===== src/rtl/clusterSeqPkg.sv =====
package clusterSeqPkg;

  typedef enum logic [1:0] {
    MODE_INC = 2'd0,
    MODE_DEC = 2'd1,
    MODE_FIX = 2'd2,
    MODE_OFS = 2'd3
  } updMode_e;

  typedef enum logic {
    ST_IDLE = 1'b0,
    ST_RUN  = 1'b1
  } seqState_e;

  // control -> datapath strobes
  typedef struct packed {
    logic load;
    logic advance;
  } seqStrobe_t;

  // code 3 is treated as longword
  function automatic logic [1:0] clampSize(input logic [1:0] code);
    return (code == 2'd3) ? 2'd2 : code;
  endfunction

endpackage


===== src/rtl/clusterSeqDatapath.sv =====
module clusterSeqDatapath
  import clusterSeqPkg::*;
#(
  parameter int ADDR_W = 32,
  parameter int CNT_W  = 16,
  parameter int CLU_W  = 3
) (
  input  logic              clk,
  input  logic              rstN,
  input  seqStrobe_t        strobe,
  input  logic [ADDR_W-1:0] cfgAddr,
  input  logic [CNT_W-1:0]  cfgCount,
  input  logic [1:0]        cfgSize,
  input  logic [CLU_W-1:0]  cfgClusterUnits,
  input  logic [1:0]        cfgMode,
  input  logic [ADDR_W-1:0] cfgOffset,
  output logic              underSize,
  output logic              cntZero,
  output logic              lastBeat,
  output logic [ADDR_W-1:0] curAddr,
  output logic [1:0]        curSize
);

  localparam int CMP_W = CNT_W + CLU_W + 3;

  logic [ADDR_W-1:0] addrR;
  logic [CNT_W-1:0]  remR;
  updMode_e          modeR;
  logic [1:0]        accR;
  logic [ADDR_W-1:0] offsetR;
  logic              splitR;

  logic [1:0]        accIn;
  logic [CMP_W-1:0]  clusBytes;
  logic [ADDR_W-1:0] alignMask;
  logic [1:0]        cycLog2;
  logic [CNT_W-1:0]  cycBytes;
  logic [ADDR_W-1:0] cycBytesA;

  // configuration decode for the load cycle
  always_comb begin
    accIn     = clampSize(cfgSize);
    clusBytes = (CMP_W'(cfgClusterUnits) + CMP_W'(1)) << accIn;
    underSize = CMP_W'(cfgCount) < clusBytes;
    cntZero   = (cfgCount == '0);
    alignMask = ~((ADDR_W'(1) << accIn) - ADDR_W'(1));
  end

  // largest cycle that keeps alignment and fits the remaining count
  always_comb begin
    cycLog2 = accR;
    if (splitR) begin
      if (cycLog2 == 2'd2 && (addrR[1:0] != 2'b00 || remR < CNT_W'(4)))
        cycLog2 = 2'd1;
      if (cycLog2 != 2'd0 && (addrR[0] || remR < CNT_W'(2)))
        cycLog2 = 2'd0;
    end
    cycBytes  = CNT_W'(1) << cycLog2;
    cycBytesA = ADDR_W'(1) << cycLog2;
    lastBeat  = (remR <= cycBytes);
  end

  assign curAddr = addrR;
  assign curSize = cycLog2;

  always_ff @(posedge clk) begin
    if (!rstN) begin
      addrR   <= '0;
      remR    <= '0;
      modeR   <= MODE_INC;
      accR    <= 2'd0;
      offsetR <= '0;
      splitR  <= 1'b0;
    end else if (strobe.load) begin
      modeR   <= updMode_e'(cfgMode);
      accR    <= accIn;
      offsetR <= cfgOffset;
      remR    <= cfgCount;
      if (updMode_e'(cfgMode) == MODE_INC || underSize) begin
        splitR <= 1'b1;
        addrR  <= cfgAddr;
      end else begin
        splitR <= 1'b0;
        addrR  <= cfgAddr & alignMask;
      end
    end else if (strobe.advance) begin
      remR <= lastBeat ? '0 : remR - cycBytes;
      unique case (modeR)
        MODE_INC: addrR <= addrR + cycBytesA;
        MODE_DEC: addrR <= addrR - cycBytesA;
        MODE_FIX: addrR <= addrR;
        MODE_OFS: addrR <= addrR + offsetR;
        default:  addrR <= addrR;
      endcase
    end
  end


  cnt_shrink_chk: assert property (@(posedge clk) disable iff (!rstN)
    (strobe.advance && !strobe.load) |=> (remR < $past(remR)));


  mask_hold_chk: assert property (@(posedge clk) disable iff (!rstN)
    (!splitR && accR == 2'd2 && modeR != MODE_OFS) |-> (addrR[1:0] == 2'b00));

endmodule


===== src/rtl/clusterSeqCtrl.sv =====
module clusterSeqCtrl
  import clusterSeqPkg::*;
(
  input  logic       clk,
  input  logic       rstN,
  input  logic       start,
  input  logic       cfgErrIe,
  input  logic       errClear,
  input  logic       underSize,
  input  logic       cntZero,
  input  logic       lastBeat,
  input  logic       reqReady,
  output seqStrobe_t strobe,
  output logic       reqValid,
  output logic       busy,
  output logic       done,
  output logic       sizeErr
);

  seqState_e state;
  logic      errSet;

  always_comb begin
    strobe.load    = start && (state == ST_IDLE);
    strobe.advance = (state == ST_RUN) && reqReady;
    errSet         = strobe.load && underSize && cfgErrIe;
    reqValid       = (state == ST_RUN);
    busy           = (state == ST_RUN);
  end

  always_ff @(posedge clk) begin
    if (!rstN) begin
      state <= ST_IDLE;
      done  <= 1'b0;
    end else begin
      done <= 1'b0;
      unique case (state)
        ST_IDLE: begin
          if (strobe.load && !errSet) begin
            if (cntZero) done  <= 1'b1;
            else         state <= ST_RUN;
          end
        end
        ST_RUN: begin
          if (strobe.advance && lastBeat) begin
            state <= ST_IDLE;
            done  <= 1'b1;
          end
        end
        default: state <= ST_IDLE;
      endcase
    end
  end

  // new error has priority over a clear in the same cycle
  always_ff @(posedge clk) begin
    if (!rstN)         sizeErr <= 1'b0;
    else if (errSet)   sizeErr <= 1'b1;
    else if (errClear) sizeErr <= 1'b0;
  end


  done_pulse_chk: assert property (@(posedge clk) disable iff (!rstN)
    done |=> !done);


  err_sticky_chk: assert property (@(posedge clk) disable iff (!rstN)
    (sizeErr && !errClear) |=> sizeErr);


  err_quiet_chk: assert property (@(posedge clk) disable iff (!rstN)
    $rose(sizeErr) |-> !reqValid);

endmodule


===== src/rtl/clusterAddrSeq.sv =====
module clusterAddrSeq
  import clusterSeqPkg::*;
#(
  parameter int ADDR_W = 32,
  parameter int CNT_W  = 16,
  parameter int CLU_W  = 3
) (
  input  logic              clk,
  input  logic              rstN,
  input  logic              start,
  input  logic [ADDR_W-1:0] cfgAddr,
  input  logic [CNT_W-1:0]  cfgCount,
  input  logic [1:0]        cfgSize,
  input  logic [CLU_W-1:0]  cfgClusterUnits,
  input  logic [1:0]        cfgMode,
  input  logic [ADDR_W-1:0] cfgOffset,
  input  logic              cfgErrIe,
  input  logic              errClear,
  output logic              reqValid,
  input  logic              reqReady,
  output logic [ADDR_W-1:0] reqAddr,
  output logic [1:0]        reqSize,
  output logic              busy,
  output logic              done,
  output logic              sizeErr
);

  seqStrobe_t strobe;
  logic underSize, cntZero, lastBeat;

  clusterSeqCtrl u_ctrl (
    .clk      (clk),
    .rstN     (rstN),
    .start    (start),
    .cfgErrIe (cfgErrIe),
    .errClear (errClear),
    .underSize(underSize),
    .cntZero  (cntZero),
    .lastBeat (lastBeat),
    .reqReady (reqReady),
    .strobe   (strobe),
    .reqValid (reqValid),
    .busy     (busy),
    .done     (done),
    .sizeErr  (sizeErr)
  );

  clusterSeqDatapath #(
    .ADDR_W(ADDR_W),
    .CNT_W (CNT_W),
    .CLU_W (CLU_W)
  ) u_dp (
    .clk            (clk),
    .rstN           (rstN),
    .strobe         (strobe),
    .cfgAddr        (cfgAddr),
    .cfgCount       (cfgCount),
    .cfgSize        (cfgSize),
    .cfgClusterUnits(cfgClusterUnits),
    .cfgMode        (cfgMode),
    .cfgOffset      (cfgOffset),
    .underSize      (underSize),
    .cntZero        (cntZero),
    .lastBeat       (lastBeat),
    .curAddr        (reqAddr),
    .curSize        (reqSize)
  );


  req_hold_chk: assert property (@(posedge clk) disable iff (!rstN)
    (reqValid && !reqReady) |=> (reqValid && $stable(reqAddr) && $stable(reqSize)));


  done_idle_chk: assert property (@(posedge clk) disable iff (!rstN)
    done |-> (!reqValid && !busy));

endmodule


===== config.mk =====
export PLATFORM = sky130hd
export DESIGN_NAME = clusterAddrSeq
export DESIGN_NICKNAME = d
export VERILOG_FILES = /design/src/rtl/clusterSeqPkg.sv /design/src/rtl/clusterSeqDatapath.sv /design/src/rtl/clusterSeqCtrl.sv /design/src/rtl/clusterAddrSeq.sv
export SDC_FILE = /design/constraint.sdc
export NUM_CORES = 1
export LEC_CHECK = 0
export BUFFER_PORTS_ARGS = -buffer_cell sky130_fd_sc_hd__buf_2
export CELL_PAD_IN_SITES_DETAIL_PLACEMENT = 1
export CELL_PAD_IN_SITES_GLOBAL_PLACEMENT = 1
export CORE_MARGIN = 2
export CORE_UTILIZATION = 45
export CTS_BUF_LIST = sky130_fd_sc_hd__clkbuf_8
export CTS_CLUSTER_SIZE = 24
export DETAILED_ROUTE_END_ITERATION = 16
export PLACE_DENSITY_LB_ADDON = 0.1
export SETUP_SLACK_MARGIN = 0.02
export SLEW_MARGIN = 5
export SYNTH_ARGS = -nofsm -noshare
export SYNTH_HDL_FRONTEND = slang
export SYNTH_SLANG_ARGS = --single-unit

===== constraint.sdc =====
create_clock -name clk -period 7.3 [get_ports clk]
set_input_delay 1.46 -clock clk [delete_from_list [all_inputs] [get_ports clk]]
set_output_delay 1.46 -clock clk [all_outputs]
set_load 0.01 [all_outputs]

* Word level (Yosys, flattened, before mapping) *
Cells that the tools add are included.

storage, ports and cells
  flip-flop bits (word level) = 88
  output and inout bits = 38
  bits of input ports = 93

operators by class
  multiplexer cells = 23
  reductions and logical operators = 20
  bitwise logic cells = 3
  eq/ne operators = 6
  shift-type cells = 4
  add/subtract/negate cells = 6
  magnitude comparators = 4

operators with widths
  operator                 number
  $mux W32                 3
  $pmux W32 S3             1
  $add A32 B32 Y32         2
  $shl A1 B2 Y32 const A   2
  $mux W16                 3
  $and A32 B32 Y32         1
  $not A32 Y32             1
  $sub A32 B2 Y32 const B  1
  $sub A32 B32 Y32         1
  $lt A16 B22 Y1           1
  $shl A22 B2 Y22          1
  $le A16 B16 Y1           1
  $logic_not A16 Y1        1
  $lt A16 B2 Y1 const B    1
  $lt A16 B3 Y1 const B    1
  $shl A1 B2 Y16 const A   1
  $sub A16 B16 Y16         1
  $mux W2                  5
  $mux W1                  9
  $eq A2 B2 Y1 const B     4
  $logic_and A1 B1 Y1      8
  $reduce_bool A2 Y1       4
  $add A3 B1 Y4 const B    1
  $logic_not A2 Y1         2
  7 further kinds          10

* Depth between registers and ports, before layout *
Gate-level depths: netlist (run 1).

  depth in word-level cells = 14
  gate-level depth with buffers = 17
  gate-level depth less buffers = 17

* Modules after synthesis *
A second synthesis (run 1) with hierarchy kept.

second synthesis, totals
  cell total of the unflattened synthesis = 779
  area total of the unflattened synthesis = 6150.9 µm²

modules (own cells, without submodules)
  module              seq. area each (µm²)  area each (µm²)  times used  cells each
  clusterSeqDatapath  1701.6                5992.0           1           762
  clusterSeqCtrl      60.1                  158.9            1           17

* Worst setup path before layout (run 1) *
Ideal clock, no wire load.

  path kind = reg-to-reg
  start point = register u_dp.remR[11]
  end point = register u_dp.addrR[16] (netlist: u_dp.curAddr[16])
  data arrival time = 3.632 ns
  buffers on the path = 0
  stages on the path, launching flop included = 17
  path slack = 3.552 ns
  required time = 7.185 ns
  cells stage by stage = dfxtp_1 nor4_2 nand4_1 o41ai_2 nand2_1 nand2_1 o22a_1 o22ai_1 fa_1 a21o_1 a221oi_4 a21oi_2 a31oi_1 nand2b_1 a21oi_1 or3_1 and3_1

on the way
  longest elaborated chain between the ends = 14
  elaborated cells between the ends (all ways) = 17
  classes of those cells = add/sub: 2; order compare: 2; shift: 1; mux: 7; reduce/logical: 5

ends and longest elaborated chain
  element                                               RTL line                                            source
  start, declared                                       clusterSeqDatapath.sv:27                            logic [CNT_W-1:0] remR;
  start signal, assigned                                clusterSeqDatapath.sv:78                            remR <= cfgCount;
  start signal, assigned                                clusterSeqDatapath.sv:87                            remR <= lastBeat ? '0 : remR - cycBytes;
  $lt A16 B3 Y1                                         clusterSeqDatapath.sv:53                            if (cycLog2 == 2'd2 && (addrR[1:0] != 2'b00 || remR < CNT_W'(4)))
  $logic_or A1 B1 Y1                                    clusterSeqDatapath.sv:53
  $logic_and A1 B1 Y1                                   clusterSeqDatapath.sv:53
  $mux W2                                               clusterSeqDatapath.sv:53
  $mux W2                                               clusterSeqDatapath.sv:52                            if (splitR) begin
  $reduce_bool A2 Y1                                    clusterSeqDatapath.sv:55                            if (cycLog2 != 2'd0 && (addrR[0] || remR < CNT_W'(2)))
  $logic_and A1 B1 Y1                                   clusterSeqDatapath.sv:55
  $mux W2 (*)                                           clusterSeqDatapath.sv:55
  $mux W2 (*)                                           clusterSeqDatapath.sv:52
  $shl A1 B2 Y32 (*)                                    clusterSeqDatapath.sv:59                            cycBytesA = ADDR_W'(1) << cycLog2;
  $sub A32 B32 Y32 or $add A32 B32 Y32 (tied branches)  clusterSeqDatapath.sv:90, clusterSeqDatapath.sv:89
  $pmux W32 S3 (*)                                      clusterSeqDatapath.sv:88                            unique case (modeR)
  $mux W32 (*)                                          clusterSeqDatapath.sv:86                            end else if (strobe.advance) begin
  $mux W32 (*)                                          clusterSeqDatapath.sv:74                            end else if (strobe.load) begin
  end signal, assigned                                  clusterSeqDatapath.sv:89                            MODE_INC: addrR <= addrR + cycBytesA;
  end signal, assigned                                  clusterSeqDatapath.sv:90                            MODE_DEC: addrR <= addrR - cycBytesA;
  end signal, assigned                                  clusterSeqDatapath.sv:91                            MODE_FIX: addrR <= addrR;
  end, declared                                         clusterSeqDatapath.sv:26                            logic [ADDR_W-1:0] addrR;

Every way passes the cells marked *; elsewhere a longest branch is shown, timed or not. The select of a mux whose other input is x is not followed.
A chain may end at the register's enable or synchronous reset.

* Worst setup path after layout (run 1) *
  start point = register u_dp.remR[11]
  end point = register u_dp.addrR[27] (netlist: u_dp.curAddr[27])

The elaborated chain is that of the path after synthesis.

==> results of run 1 <==
==> synthesized netlist by cell type (all sizes together), types with 10 or more instances <==
cell	instances	area share
xnor2	11	0.016
o21a	30	0.037
nand2	141	0.086
dfxtp	88	0.29
a21boi	46	0.056
a211oi	10	0.013
nor2	51	0.031
o211ai	11	0.013
xor2	21	0.030
a21o	20	0.024
o221ai	10	0.014
clkbuf	41	0.025
nand3	10	0.0090
a21oi	59	0.050
buf	11	0.0083
ha	42	0.085
o21ai	54	0.045
nor3	14	0.011
inv	12	0.0073
==> path summary, 6_finish.rpt <==
path | end | cells after the start | slack, ns | from
worst max register to register | u_dp.curAddr[27] | 16 | 2.83 | u_dp.remR[11]
worst max-delay path | u_dp.curAddr[27] | 16 | 2.83 | u_dp.remR[11]
worst min-delay path | u_dp.offsetR[29] | 2 | 0.48 | u_dp.offsetR[29]
worst min register to register | u_dp.offsetR[29] | 2 | 0.48 | u_dp.offsetR[29]
==> kinds of logic (layout without fill, tap and decap cells) <==
logic type	after synthesis	after routing
other	1	1
buffers and inverters	64	165
AND/OR/NAND/NOR	269	269
adder cells (fa/ha/maj)	44	44
XOR/XNOR	32	32
AO/OA/AOI/OAI	294	294
flip-flops	88	88
multiplexers	5	5
==> through the flow <==
stage	util	instances	hold slack [ns]	instance area, um2
3_3_place_gp	0.518	1058	0.450	6880
2_1_floorplan	-	797	0.440	6150
3_5_place_dp	0.518	1058	0.464	6880
4_1_cts	0.534	1074	0.477	7100
5_1_grt	0.534	1074	0.502	7100
6_report	0.534	1074	0.476	7100
==> state kept, by name, summed over array words and instances, names as in the netlist <==
signal,flops
u_dp.modeR,2
u_dp.remR,16
u_ctrl.done,1
u_dp.offsetR,32
u_dp.accR,2
u_ctrl.sizeErr,1
u_dp.splitR,1
u_ctrl.busy,1
u_dp.curAddr,32
==> worst max-delay path: stages (launching register included) <==
cell and delay [ns]:
dfxtp_1 0.38, nor4_2 0.43, nand4_1 0.28, o31ai_1 0.32, nor2b_1 0.22, nand3_1 0.10
o22a_1 0.24, o22ai_1 0.26, ha_1 0.31, a211oi_1 0.21, nor2_1 0.12, a2111oi_0 0.40
nor2_1 0.23, a221oi_2 0.43, o21ai_0 0.17, nand4b_1 0.12, o211ai_1 0.11
==> power by group <==
part           total, mW  leakage [nW]  switching [mW]  internal (mW)
Combinational      0.400          2.27           0.240          0.160
Clock              0.395         0.112           0.195          0.200
Sequential         0.555         0.724          0.0367          0.519
==> final cells by class <==
class | count | share of cell area
Clock buffer | 10 | 0.0194
Clock inverter | 6 | 0.0116
Inverter | 12 | 0.00634
Multi-Input combinational cell | 645 | 0.585
Sequential cell | 88 | 0.248
Tap cell | 176 | 0.0310
Timing Repair Buffer | 137 | 0.0990
==> layer usage <==
metal / up-vias / global-route usage / share of wire
met5: - / 0 / 0
met2: 135 / 0.465 / 0.48
met1: 3017 / 0.362 / 0.47
met3: 14 / 0.0409 / 0.043
li1: 3070 / - / -
met4: 0 / 0.0589 / 0.0098
==> results.ini, run 1 <==
[final_layout]
antenna_cells=0
fillers=1681
multi_input_area_mm2=0.00415
seq_area_mm2=0.00176
area_delta_synth_final_pct=15.6
layout_common_cells=141 x nand2_1, 130 x buf_2, 88 x dfxtp_1
nNetsFinal=1030
layout_commonest_cell=nand2_1
layout-drive-gt1-share=0.189

[yosys]
synth_area_per_cell_um2=7.71
synthSimpleGateAreaFrac=0.195
synth_adder_area_share=0.0920
netlist_area_mm2=0.00615
synth_cell_types=66
ys_warn_count=0
synthCells=797
synth_fp_nets=934
synth-seq-cells=88
synth_seq_area_share=0.287
synth_flop_cell=dfxtp_1
synth_top_family_by_area=compound AO/OA/AOI/OAI gates
synthArstFlopShare=0
synth_edf_count=0
synth_xor_area_frac=0.0456
synth_compound_area_frac=0.331
muxShareOfSynthArea=0.00855

[timing]
setup_viol=0
fmax_mhz=224
finalCritPeriodShare=0.612
tightestPinTransition_ns=0.830
slew_headroom=0.447
setup_ws_ns=2.83
worst_clock_skew_ns=0.0127
hold_viol=0
final.setup.tns_ns=0
drv_slew=0
rsz0062_at_grt=false
finalCriticalPeriod_ns=4.47

[clock_network]
cts.reportedPaths.clkPinSlew_ns=0.09
clock-sinks=88
ctsResizeCount=0
cts_buffers=9
cts_buffer_depth=2
cts_tree=done
htree_levels=3
post-cts-setup-buffers=0
clkLatencyLatePin_ns=0.39
cts_root_buf=clkbuf_8
hold_buffers=0

[min_path]
hold_path_class=reg2reg

[drt]
antenna_left=0
wl_per_cell_um=18.0
vias=6236
drcViolationCount=0
first_iter_violations=351
vias_per_cell=5.81
dr.pass1.iters=5
routed_wirelength_mm=19.3

[die]
coreArea_mm2=0.0133
pin_count=131
die_area_mm2=0.0146
die_y_um=121
num_rows=42
die_w_um=121
initial_utilization=0.462

[pwr]
p_per_area_mw_per_mm2=190
power.total_mw=1.35
leakagePower_nw=3.11
peakVddDrop_mv=0.107

[place]
dp_hpwl_mm=14.2
gp_congestion=0.888
dp_slack_ns=2.89
portBuffers=130

[grt]
grt_max_degree=94
grt_pass1_vias=6365
grt_pass1_wl_mm=32.1
antenna_found_initial=0
grt_usage=0.272
grt_overflow_total=0

[critical_path]
path_class=reg2reg
critPathArrivalTime_ns=4.73
worstPathMaxFanout=6
endpoint_kind=flop
critPathRequiredTime_ns=7.56
setup.worst_path.start_class=flop

[outcome]
status=finished clean

[run]
drv_cap=0

(Power assumes the default switching activity.)
==> run 2: changes to the inputs <==
--- a/config.mk
+++ b/config.mk
@@ -5,11 +5,12 @@
 export SDC_FILE = /design/constraint.sdc
 export NUM_CORES = 1
 export LEC_CHECK = 0
+export ABC_AREA = 1
 export BUFFER_PORTS_ARGS = -buffer_cell sky130_fd_sc_hd__buf_2
 export CELL_PAD_IN_SITES_DETAIL_PLACEMENT = 1
 export CELL_PAD_IN_SITES_GLOBAL_PLACEMENT = 1
 export CORE_MARGIN = 2
-export CORE_UTILIZATION = 45
+export CORE_UTILIZATION = 39
 export CTS_BUF_LIST = sky130_fd_sc_hd__clkbuf_8
 export CTS_CLUSTER_SIZE = 24
 export DETAILED_ROUTE_END_ITERATION = 16
==> constraint.sdc (replaced) <==
create_clock -name clk -period 4.3 [get_ports clk]
set_input_delay 0.86 -clock clk [delete_from_list [all_inputs] [get_ports clk]]
set_output_delay 0.86 -clock clk [all_outputs]
set_load 0.01 [all_outputs]
==> results.ini, run 2 <==
[outcome]
status=finished clean

[clock_network]
cts_root_buf=clkbuf_8
clkLatencyLatePin_ns=0.40  ; about the same
ctsResizeCount=0  ; unchanged
hold_buffers=0  ; unchanged
cts_buffer_depth=2  ; unchanged
post-cts-setup-buffers=0  ; unchanged
cts_tree=done
cts_buffers=9  ; unchanged
cts.reportedPaths.clkPinSlew_ns=0.10  ; about the same
clock-sinks=88  ; unchanged
htree_levels=3  ; unchanged

[die]
die_w_um=139  ; +15%
die_y_um=139  ; +15%
die_area_mm2=0.0192  ; +32%
initial_utilization=0.395  ; -0.0674
coreArea_mm2=0.0179  ; +35%
pin_count=131  ; unchanged
num_rows=49  ; +17%

[critical_path]
path_class=reg2reg
path_cells=inv_1, nand2_1, nor2_2, nand3_1, nand2_1, nand3_1, nand2_1, nand2_1, nand2_1, a21oi_1, ha_1, fa_1, nand3_1, nand3_1, nand3_1, nand3_1, nand2_1, nand2_1, nand2_1, nand3_1, nand2_1, a21oi_1
worstPathMaxFanout=4  ; -2
critPathRequiredTime_ns=4.56  ; -3.00 ns
critPathArrivalTime_ns=3.65  ; -1.08 ns
max_stage_delay_ns=0.47  ; +0.04 ns
crit_slowest_cell=fa_1
path_buf_inv=1  ; +1
crit_top_cell=nand2_1
critPathTopFamily=simple AND/OR/NAND/NOR gates
endpoint_kind=flop
setup.worst_path.start_class=flop

[yosys]
netlist_area_mm2=0.00707  ; +15%
yosysTopAreaCellShare=0.249  ; -0.0374
synth_flop_cell=dfxtp_1
synthArstFlopShare=0  ; unchanged
synth_area_per_cell_um2=5.76  ; -25%
ys_warn_count=0  ; unchanged
synthMostInstantiatedCell=nand2_1
synth_commonest_cells=407 x nand2_1, 168 x inv_1, 162 x nor2_1
synth_area_leaders=dfxtp_1 25%, nand2_1 22%, inv_1 8.9%, nor2_1 8.6%, ha_1 7.4%
synth_cell_types=43  ; -35%
synth_seq_area_share=0.249  ; -0.0374
synth_edf_count=0  ; unchanged
synthCells=1228  ; +54%
synth_fp_nets=1365  ; +46%
synth-seq-cells=88  ; unchanged
synth_largest_area_cell=dfxtp_1

[final_layout]
layout_commonest_cell=nand2_1
final_area_mm2=0.00808  ; +14%
antenna_cells=0  ; unchanged
fillers=2598  ; +55%
area_delta_synth_final_pct=14.3
nNetsFinal=1473  ; +43%
layout_common_cells=407 x nand2_1, 167 x inv_1, 162 x nor2_1
seq_area_mm2=0.00176  ; unchanged
layout-drive-gt1-share=0.132  ; -0.0573
multi_input_area_mm2=0.00448  ; +7.8%

[drt]
dr.pass1.iters=4  ; -1
vias=8044  ; +29%
wl_per_cell_um=16.1  ; -11%
first_iter_violations=452  ; +29%
routed_wirelength_mm=25.3  ; +31%
antenna_left=0  ; unchanged
vias_per_cell=5.12  ; -12%
drcViolationCount=0  ; unchanged

[pwr]
p_per_area_mw_per_mm2=329  ; +73%
peakVddDrop_mv=0.142  ; +34%
leakagePower_nw=4.48  ; +44%

[timing]
worst_clock_skew_ns=0.0196  ; +0.00688 ns
hold_viol=0  ; unchanged
final.setup.tns_ns=0  ; unchanged
drv_slew=0  ; unchanged
rsz0062_at_grt=false
tightestPinTransition_ns=0.947  ; +0.117 ns
setup_viol=0  ; unchanged
finalCriticalPeriod_ns=3.38  ; -1.08 ns
fmax_mhz=296  ; +32%
slew_headroom=0.369  ; -0.0781
finalCritPeriodShare=0.786  ; +0.175

[run]
drv_cap=0  ; unchanged

[grt]
grt_usage=0.264  ; -0.00727
grt_max_degree=87  ; -7.4%
grt_pass1_vias=8087  ; +27%
grt_pass1_wl_mm=41.4  ; +29%
grt_overflow_total=0  ; unchanged
antenna_found_initial=0  ; unchanged

[place]
gp_congestion=0.927  ; +4.4%
postPlaceCellArea_mm2=0.00788  ; +14%
dp_hpwl_mm=19.9  ; +40%
portBuffers=130  ; unchanged

[min_path]
hold_path_class=reg2reg

run 2: changes by cell type in the layout (fill, tap and decap cells not counted), moves of 19 or more:
| cell | change |
|---|---|
| a21boi_0 | -46 |
| a21o_1 | -19 |
| a21oi_1 | +28 |
| inv_1 | +155 |
| nand2_1 | +266 |
| nand3_1 | +60 |
| nor2_1 | +111 |
| o21a_1 | -29 |
| o21ai_0 | +19 |
run 2: worst min-delay path, stage by stage, from the launching register on:
cell     delay (ns)
dfxtp_1        0.32
nand2_1        0.06
a21oi_1        0.05
run 2: layer usage:
layer | wire length [um] | share of wire | track usage | up-vias
met5 | 0 | 0 | 0 | -
met4 | 390 | 0.015 | 0.0601 | 0
met3 | 949 | 0.038 | 0.0421 | 24
met2 | 11500 | 0.46 | 0.440 | 148
met1 | 12400 | 0.49 | 0.362 | 3802
li1 | - | - | - | 4070
run 2: cell type report:
class,count,share of cell area
multi-input cells,926,0.554
well taps,229,0.0354
repair buffers,135,0.0851
flip-flops and latches,88,0.218
clock inverters,7,0.0104
inverters,176,0.0817
clock buffers,9,0.0153
run 2: cells by family after synthesis:
family                     Yosys count  synth area share
DFF                                 88             0.249
AOI/OAI and AO/OA                  178             0.134
xor gates and xnor gates            19            0.0235
adders and majority gates           44            0.0800
and+or+nand+nor                    683             0.393
buffers and inverters              214             0.119
muxes                                1           0.00142
other                                1          0.000530
run 2: report_power, final:
part,switching [mW],internal (mW),total (mW)
Combinational,0.681,0.352,1.03
Clock,0.372,0.282,0.654
Sequential,0.0749,0.901,0.975
run 2: worst paths after layout:
path | from | to | slack (ns) | cells after the start
max | u_dp.remR[7] | u_dp.curAddr[28] | 0.92 | 22
min | u_dp.remR[0] | u_dp.remR[0] | 0.47 | 2
max reg2reg | u_dp.remR[7] | u_dp.curAddr[28] | 0.92 | 22
min reg2reg | u_dp.remR[0] | u_dp.remR[0] | 0.47 | 2
run 2: stage by stage:
step           total power, mW   util  instances  setup WS (ns)  hold slack, ns
2_1_floorplan             1.68      -       1228           1.60           0.430
3_3_place_gp              2.00  0.440       1554           1.10           0.455
3_5_place_dp              2.02  0.440       1554          0.942           0.459
4_1_cts                   2.68  0.451       1570          0.936           0.474
5_1_grt                   2.86  0.451       1570          0.569           0.502
6_report                  2.66  0.451       1570          0.918           0.474
==> run 3: changes to the inputs <==
--- a/config.mk
+++ b/config.mk
@@ -10,7 +10,7 @@
 export CELL_PAD_IN_SITES_DETAIL_PLACEMENT = 1
 export CELL_PAD_IN_SITES_GLOBAL_PLACEMENT = 1
 export CORE_MARGIN = 2
-export CORE_UTILIZATION = 39
+export CORE_UTILIZATION = 36
 export CTS_BUF_LIST = sky130_fd_sc_hd__clkbuf_8
 export CTS_CLUSTER_SIZE = 24
 export DETAILED_ROUTE_END_ITERATION = 16
==> constraint.sdc (replaced) <==
create_clock -name clk -period 3 [get_ports clk]
set_input_delay 0.6 -clock clk [delete_from_list [all_inputs] [get_ports clk]]
set_output_delay 0.6 -clock clk [all_outputs]
set_load 0.01 [all_outputs]
==> results.ini, run 3 (synthesis results as in run 2) <==
[outcome]
status=finished clean

[die]
die_w_um=144  ; +4.0%
initial_utilization=0.364  ; -0.0305
num_rows=51  ; +4.1%
coreArea_mm2=0.0194  ; +8.4%
die_area_mm2=0.0208  ; +8.1%
pin_count=131  ; unchanged
die_y_um=144  ; +4.0%

[pwr]
p_int_mw=2.48  ; +62%
p_sw_mw=1.79  ; +59%
leakagePower_nw=4.87  ; +8.7%
clkPwrFrac=0.243  ; -0.003
pwr-share-seq=0.328  ; -0.038
sw_frac_of_total=0.419  ; -0.00463
comb_power_share=0.429  ; +0.041
peakVddDrop_mv=0.244  ; +71%
p_per_area_mw_per_mm2=474  ; +44%
power.total_mw=4.28  ; +61%

[final_layout]
seq_area_mm2=0.00177  ; +0.36%
area_delta_synth_final_pct=27.6
antenna_cells=0  ; unchanged
multi_input_area_mm2=0.00493  ; +10%
fillers=2734  ; +5.2%
nNetsFinal=1520  ; +3.2%
layout_common_cells=363 x nand2_1, 162 x inv_1, 152 x nor2_1
layout-drive-gt1-share=0.235  ; +0.103
layout_commonest_cell=nand2_1

[clock_network]
htree_levels=3  ; unchanged
cts_buffers=9  ; unchanged
clkLatencyLatePin_ns=0.40  ; about the same
cts_buffer_depth=2  ; unchanged
hold_buffers=0  ; unchanged
cts.reportedPaths.clkPinSlew_ns=0.11  ; about the same
cts_tree=done
clock-sinks=88  ; unchanged
cts_root_buf=clkbuf_8

[timing]
finalCritPeriodShare=0.995  ; +0.209
whs_ns=0.427  ; -0.0469 ns
hold_viol=0  ; unchanged
setup_ws_ns=0.0147  ; -0.903 ns
tightestPinTransition_ns=0.765  ; -0.181 ns
slew_headroom=0.489  ; +0.120
setup_viol=0  ; unchanged
fmax_mhz=335  ; +13%
drv_slew=0  ; unchanged
rsz0062_at_grt=true
worst_clock_skew_ns=0.0230  ; +0.00337 ns
finalCriticalPeriod_ns=2.99  ; -0.397 ns

[drt]
wl_met1_mm=13.0  ; +4.4%
dr.pass1.iters=5  ; +1
vias=8163  ; +1.5%
drcViolationCount=0  ; unchanged
first_iter_violations=345  ; -24%
antenna_left=0  ; unchanged
wl_met3_um=858  ; -9.6%
routed_wirelength_mm=26.5  ; +4.9%
met2_length_mm=12.4  ; +8.0%
vias_per_cell=4.94  ; -3.6%
wl_per_cell_um=16.0  ; -0.33%
top_layer=met4

[critical_path]
critPathTopFamily=simple AND/OR/NAND/NOR gates
crit_slowest_cell=fa_2
path_class=reg2reg
path_cells=nor2_4, nand2_2, nor2_4, nand3_2, o21bai_1, nand2_2, nand2_2, inv_2, nand2_2, a21oi_2, buf_4, fa_2, nand2_2, nand3_2, nand2_1, nand2_2, buf_4, xor2_1, o21ai_1, a21oi_1
max_stage_delay_ns=0.39  ; -0.08 ns
worstPathMaxFanout=4  ; unchanged
endpoint_kind=flop
critPathRequiredTime_ns=3.27  ; -1.29 ns
crit_top_cell=nand2_2
critPathArrivalTime_ns=3.25  ; -0.40 ns
path_buf_inv=3  ; +2
setup.worst_path.start_class=flop

[place]
dp_hpwl_mm=20.4  ; +2.6%
portBuffers=130  ; unchanged
gp_congestion=0.950  ; +2.5%
dp_slack_ns=-0.0874  ; -1.03 ns

[grt]
antenna_found_initial=1  ; +1
grt_max_degree=87  ; unchanged
grt_overflow_total=0  ; unchanged
grt_pass1_vias=8005  ; -1.0%
grt_pass1_wl_mm=40.6  ; -1.9%
grt_usage=0.249  ; -0.0152

[run]
drv_cap=0  ; unchanged

[min_path]
hold_path_class=in2reg

-- run 3: cell count changes in the layout (fill, tap and decap cells not counted), moves of 7 or more --
cell	change
nand3_1	-20
a21oi_1	-10
nand2_2	+36
nand3_2	+15
nor2_4	+7
a21oi_2	+10
nand2_1	-44
nor2_1	-10
o21ai_0	-7
buf_4	+40
nand2_4	+8
-- run 3: power by group through the flow --
stage               clock network (mW)  registers, mW  logic (mW)
finish                            1.04           1.40        1.83
global placement                     0           1.42        1.56
CTS                               1.08           1.40        1.61
floorplan                            0           1.42       0.991
global route                      1.10           1.41        2.04
detailed placement                   0           1.42        1.58
-- run 3: path summary, 6_finish.rpt --
kind                            cells past startpoint               end          start  slack [ns]
worst max-delay path                               20  u_dp.curAddr[14]  u_dp.remR[13]        0.01
worst max register to register                     20  u_dp.curAddr[14]  u_dp.remR[13]        0.01
worst min register to register                      2      u_dp.remR[0]   u_dp.remR[0]        0.47
worst min-delay path                                3  u_dp.offsetR[18]  cfgOffset[18]        0.43
-- run 3: worst register-to-register path: stages, from the launching register on --
cell      delay [ns]
dfxtp_4         0.38
nor2_4          0.13
nand2_2         0.08
nor2_4          0.12
nand3_2         0.09
o21bai_1        0.18
nand2_2         0.12
nand2_2         0.12
inv_2           0.06
nand2_2         0.09
a21oi_2         0.08
buf_4           0.14
fa_2            0.39
nand2_2         0.10
nand3_2         0.09
nand2_1         0.09
nand2_2         0.10
buf_4           0.16
xor2_1          0.14
o21ai_1         0.14
a21oi_1         0.08
-- run 3: per-stage QoR --
| stage | instance area, um2 | util | TNS (ns) | cells |
|---|---|---|---|---|
| 2_1_floorplan | 7070 | - | 0 | 1228 |
| 3_3_place_gp | 8210 | 0.423 | -0.00473 | 1624 |
| 3_5_place_dp | 8210 | 0.423 | -0.383 | 1624 |
| 4_1_cts | 8490 | 0.438 | 0 | 1641 |
| 5_1_grt | 9020 | 0.465 | -3.43 | 1653 |
| 6_report | 9020 | 0.465 | 0 | 1653 |
-- run 3: timing repair --
action                     4_1_cts  5_1_grt
setup endpoints to repair       18       43
resized for setup                9      128
pin swaps                        2       40
buffers inserted                 1       12
-- run 3: routing by layer --
layer,vias up,GRT usage
met4,0,0.0439
li1,4179,-
met1,3844,0.345
met2,124,0.417
met5,-,0
met3,16,0.0364
-- run 3: cell type report --
type / instances / share of cell area
well taps: 265 / 0.0368
repair buffers: 182 / 0.121
clock inverters: 7 / 0.0123
flip-flops and latches: 88 / 0.196
multi-input cells: 926 / 0.547
inverters: 176 / 0.0732
clock buffers: 9 / 0.0137
